### src/rtl/dbgreg_pkg.sv
package dbgreg_pkg;
  typedef enum logic [1:0] {
    FLT_NONE = 2'd0,
    FLT_GP   = 2'd1,
    FLT_UD   = 2'd2
  } fault_e;

  // ModR/M layout is fixed by the instruction encoding
  localparam int unsigned IDX_W = 3;
  localparam logic [1:0]  MOD_REG_FORM = 2'b11;
endpackage

### src/rtl/dbgreg_decode.sv
module dbgreg_decode
  import dbgreg_pkg::*;
#(
  parameter int unsigned ALIAS_BASE  = 4,
  parameter int unsigned ALIAS_SHIFT = 2
) (
  input  logic [7:0]       modrm,
  input  logic [1:0]       cpl,
  input  logic             real_mode,
  input  logic             dbg_ext,
  output fault_e           fault,
  output logic [IDX_W-1:0] dr_idx,
  output logic [IDX_W-1:0] gpr_idx
);
  localparam logic [IDX_W-1:0] ALIAS_LO = IDX_W'(ALIAS_BASE);
  localparam logic [IDX_W-1:0] ALIAS_HI = IDX_W'(ALIAS_BASE + 1);
  localparam logic [IDX_W-1:0] SHIFT_V  = IDX_W'(ALIAS_SHIFT);

  logic [1:0]       mod_f;
  logic [IDX_W-1:0] raw_idx;
  logic             priv_ok;
  logic             in_alias;

  assign mod_f    = modrm[7:6];
  assign raw_idx  = modrm[5:3];
  assign gpr_idx  = modrm[2:0];
  assign priv_ok  = (cpl == 2'd0) || real_mode;
  assign in_alias = (raw_idx == ALIAS_LO) || (raw_idx == ALIAS_HI);

  // Folding applies only in legacy mode; in extended mode the fault blocks use
  assign dr_idx = (in_alias && !dbg_ext) ? raw_idx + SHIFT_V : raw_idx;

  always_comb begin
    if (!priv_ok)                    fault = FLT_GP;
    else if (mod_f != MOD_REG_FORM)  fault = FLT_UD;
    else if (dbg_ext && in_alias)    fault = FLT_UD;
    else                             fault = FLT_NONE;
  end
endmodule

### src/rtl/dbgreg_file.sv
module dbgreg_file #(
  parameter int unsigned NREG   = 8,
  parameter int unsigned DATA_W = 32,
  localparam int unsigned AW    = $clog2(NREG)
) (
  input  logic                   clk,
  input  logic                   rst,
  input  logic                   wr_en,
  input  logic [AW-1:0]          wr_idx,
  input  logic [DATA_W-1:0]      wr_data,
  input  logic [AW-1:0]          rd_idx,
  output logic [DATA_W-1:0]      rd_data,
  output logic [NREG*DATA_W-1:0] regs_flat
);
  logic [DATA_W-1:0] slot_q [NREG];

  for (genvar k = 0; k < NREG; k++) begin : g_slot
    logic hit;
    assign hit = wr_en && (wr_idx == AW'(k));
    always_ff @(posedge clk) begin
      if (rst)      slot_q[k] <= '0;
      else if (hit) slot_q[k] <= wr_data;
    end
    assign regs_flat[k*DATA_W +: DATA_W] = slot_q[k];
  end

  assign rd_data = slot_q[rd_idx];
endmodule

### src/rtl/dbgreg_access_unit.sv
module dbgreg_access_unit
  import dbgreg_pkg::*;
#(
  parameter int unsigned DATA_W = 32,
  localparam int unsigned NREG  = 1 << IDX_W
) (
  input  logic              clk,
  input  logic              rst,
  input  logic              req_valid,
  output logic              req_ready,
  input  logic              req_dir_wr,
  input  logic [7:0]        req_modrm,
  input  logic [1:0]        req_cpl,
  input  logic              req_real_mode,
  input  logic              req_dbg_ext,
  input  logic [DATA_W-1:0] req_wdata,
  output logic              rsp_valid,
  output logic [DATA_W-1:0] rsp_rdata,
  output logic [IDX_W-1:0]  rsp_gpr_idx,
  output logic              rsp_gpr_we,
  output logic [1:0]        rsp_fault
);
  fault_e                   dec_fault;
  logic [IDX_W-1:0]         dr_idx;
  logic [IDX_W-1:0]         gpr_idx;
  logic                     wr_fire;
  logic                     rd_ok;
  logic [DATA_W-1:0]        rd_data;
  logic [NREG*DATA_W-1:0]   regs_flat;

  dbgreg_decode u_dec (
    .modrm     (req_modrm),
    .cpl       (req_cpl),
    .real_mode (req_real_mode),
    .dbg_ext   (req_dbg_ext),
    .fault     (dec_fault),
    .dr_idx    (dr_idx),
    .gpr_idx   (gpr_idx)
  );

  assign wr_fire = req_valid &&  req_dir_wr && (dec_fault == FLT_NONE);
  assign rd_ok   = req_valid && !req_dir_wr && (dec_fault == FLT_NONE);

  dbgreg_file #(.NREG(NREG), .DATA_W(DATA_W)) u_file (
    .clk       (clk),
    .rst       (rst),
    .wr_en     (wr_fire),
    .wr_idx    (dr_idx),
    .wr_data   (req_wdata),
    .rd_idx    (dr_idx),
    .rd_data   (rd_data),
    .regs_flat (regs_flat)
  );

  assign req_ready   = 1'b1;
  assign rsp_valid   = req_valid;
  assign rsp_rdata   = rd_ok ? rd_data : '0;
  assign rsp_gpr_we  = rd_ok;
  assign rsp_gpr_idx = gpr_idx;
  assign rsp_fault   = req_valid ? dec_fault : FLT_NONE;
endmodule

### config.mk
export PLATFORM = sky130hd
export DESIGN_NAME = dbgreg_access_unit
export DESIGN_NICKNAME = d
export VERILOG_FILES = /design/src/rtl/dbgreg_pkg.sv /design/src/rtl/dbgreg_decode.sv /design/src/rtl/dbgreg_file.sv /design/src/rtl/dbgreg_access_unit.sv
export SDC_FILE = /design/constraint.sdc
export NUM_CORES = 1
export LEC_CHECK = 0
export BUFFER_PORTS_ARGS = -buffer_cell sky130_fd_sc_hd__buf_2
export CORE_MARGIN = 2
export CORE_UTILIZATION = 45
export DETAILED_ROUTE_END_ITERATION = 10
export HOLD_SLACK_MARGIN = 0.02
export SLEW_MARGIN = 20
export SYNTH_ARGS = -nofsm -noshare
export SYNTH_HDL_FRONTEND = slang
export SYNTH_HIERARCHICAL = 1
export SYNTH_SLANG_ARGS = --single-unit
### constraint.sdc
create_clock -name clk -period 7.22 [get_ports clk]
set_input_delay 0.722 -clock clk [delete_from_list [all_inputs] [get_ports clk]]
set_output_delay 0.722 -clock clk [all_outputs]
set_load 0.02 [all_outputs]
==> flow_summary_export.csv <==
group,metric,value,unit
clock_tree,cts_repair_resize_count,0,
finish,drive_above_1_share,25.6,%
finish,ff_latch_area,0.00769,mm^2
global_routing,antenna_found_initial,1,
critical_path,cp-endpoint,"rsp_rdata[29]",
worst_hold_path,class_of_the_most_critical_hold_timing_path,"input port to register",
drt,drtIter0Drc,528,
sta,tightestPinTransition,0.992,ns
die,num_rows,59,
drt,drt-wirelength-per-cell,23.0,um
critical_path,data_arrival_at_the_endpoint_of_the_critical_path,3.20,ns
place,dp_hpwl,14.6,mm
sta,max_clock_freq,0.255,GHz
drt,drc,0,
synth,synth_fp_nets,830,
sta,finalSetupTns,0,ns
sta,least_setup_slack_across_all_paths_after_layout,3.30,ns
clock_tree,tritoncts_num_sinks,256,
sta,rsz0062_at_grt,"no",
synth,postSynth.topFlopCell,"edfxtp_1",
run,max-cap-violations,0,
worst_hold_path,whs_path_depth,3,
synth,synth.avg_cell_area,15.2,um^2
synth,mappedNetlistArea,0.0119,mm^2
pwr,peak_supply_drop,0.144,mV
global_routing,global_route_wire_length_before_repair,42.3,mm
place,port-buffer-count,80,
global_routing,gr-usage-all-layers,19.7,%
clock_tree,cts_inserted_buffers,26,
drt,final_antenna_net_count,0,
place,pre_cts_slack,2.97,ns
finish,top_register,"u_file/slot_q",
synth,number_of_synthesized_flops_with_an_enable_pin,256,
die,coreArea,0.0260,mm^2
critical_path,critical_path_startpoint,"req_modrm[3]",
drt,dr.pass1.iters,4,
drt,detailroute.via_count,6863,
die,number_of_top_level_pins,88,
die,start_util,45.8,%
clock_tree,clk_root_buffer_cell,"clkbuf_16",
global_routing,grt.overflow.total,0,
pwr,leakage,4.35,nW
finish,count_of_nets_after_finishing,872,
finish,antennaDiodeCount,0,
drt,vias_per_cell,5.83,
die,die_x,167,um
sta,finalHoldViolations,0,
synth,ys_top_cells_by_area,"edfxtp_1 (65%), nor3_1 (11%), mux4_1 (8.8%)",
run_status,status,"completed",
place,routabilityCongestion,0.746,
die,die-area,0.0277,mm^2
synth,synth_async_sr_flop_share,0,%
synth,post_synth_inst_count,782,
critical_path,worst-path-max-fanout,41,
finish,top_regs,"u_file/slot_q (256)",
synth,sequential_share_of_the_synthesized_area,64.7,%
finish,area_delta_synth_final,11.8,%
sta,finalCritPeriodShare,54.3,%
clock_tree,cts_max_path_buffers,3,
global_routing,first_global_vias,7251,
clock_tree,clkTransAtPathRegs,0.06,ns
synth,synth_area_leader_cell,"edfxtp_1",
clock_tree,tritoncts_clock_tree,"yes",
critical_path,worst-setup-path-type,"input port to output pin",
drt,postRouteWirelength,27.1,mm
synth,ys_types,26,
synth,ys_warn_count,6,
critical_path,critPathLaunchType,"input port",
sta,final_period_minus_worst_setup_slack,3.92,ns
sta,timing.slew.headroom,33.8,%
finish,largest_reg_flops,256,
clock_tree,cts_hold_buf,0,
synth,ys_ff_latch,256,
sta,report.final.setup_viol,0,
global_routing,grt_max_degree,89,
critical_path,setup.worst_path.end_class,"output pin",
finish,n_fill_cell,2232,
die,die_ht,167,um
clock_tree,post_cts_setup_inserts,0,
finish,multi_input_area,0.00375,mm^2
critical_path,critical_path_required,6.50,ns
synth,synth_top_area_share,64.7,%
sta,slew_violations,0,
clock_tree,cts_htree_levels,1,
pwr,power.density_cell_area,243,mW/mm^2
critical path, cell delays in order:
cell	delay, ns
buf_4	0.60
buf_4	0.58
mux4_1	0.61
mux2_2	0.30
and2_2	0.18
buf_2	0.15
through the flow:
step / instances / power (W) / area (um^2) / utilization, % / hold slack, ns
after floorplan: 782 / 0.00195 / 11900 / - / 1.05
final: 1178 / 0.00323 / 13300 / 51.2 / 0.665
after global routing: 1178 / 0.00334 / 13300 / 51.2 / 0.666
after detailed placement: 1131 / 0.00205 / 12500 / 48.2 / 1.20
after CTS: 1178 / 0.00326 / 13300 / 51.2 / 0.651
after global placement: 1130 / 0.00204 / 12500 / 48.2 / 1.19
final cells by class:
type / instances / area share, %
Clock buffer: 32 / 5.22
Clock inverter: 15 / 0.499
Inverter: 33 / 0.931
Multi-Input combinational cell: 409 / 28.2
Sequential cell: 256 / 57.8
Tap cell: 335 / 3.15
Timing Repair Buffer: 98 / 4.16
worst min path at each step:
stage	startpoint	endpoint	slack (ns)
finish	req_wdata[13]	u_file/slot_q[4][13]	0.66
global route	req_wdata[16]	u_file/slot_q[2][16]	0.67
CTS	req_wdata[15]	u_file/slot_q[1][15]	0.65
detailed placement	req_wdata[1]	u_file/slot_q[3][1]	1.20
global placement	req_wdata[1]	u_file/slot_q[1][1]	1.19
floorplan	req_wdata[23]	u_file/slot_q[1][23]	1.05
cells in the mapped netlist (6+ instances only):
cell type / n
and2_1: 21
and2_2: 13
buf_1: 18
buf_2: 14
buf_4: 6
buf_6: 10
clkbuf_1: 36
clkinv_1: 32
edfxtp_1: 256
mux2_2: 32
mux4_1: 40
mux4_2: 24
nor3_1: 256
o21bai_1: 8
cell usage in the layout (no fill, tap or decap), drive strengths merged, types with 3 or more instances in the layout:
cell and n:
nor3 256, edfxtp 256, buf 98, mux4 64, clkinv 46, and2 34
mux2 32, clkbuf 32, o21bai 8, nand2b 3
kinds of logic (layout without fill, tap and decap cells):
logic type,count (synthesis),after routing,share of synthesized area (%)
compound gates,11,11,0.758
buf+inv,117,178,4.66
flops,256,256,64.7
other cells,1,1,0.0315
simple gates,301,301,13.5
mux,96,96,16.4
where the power goes:
| part | switching, W | internal [W] | leakage, nW |
|---|---|---|---|
| clock | 0.000538 | 0.000677 | 0.372 |
| sequential | 0.0000193 | 0.00171 | 2.44 |
| combinational | 0.000172 | 0.000111 | 1.54 |
layer usage:
layer  share of wire (%)  GRT usage, %
met1                  43          26.7
met2                  50          33.6
met3                 5.3          2.88
met4                 1.8          5.10
met5                   0             0
No activity file was read; power rests on OpenSTA's default activity.
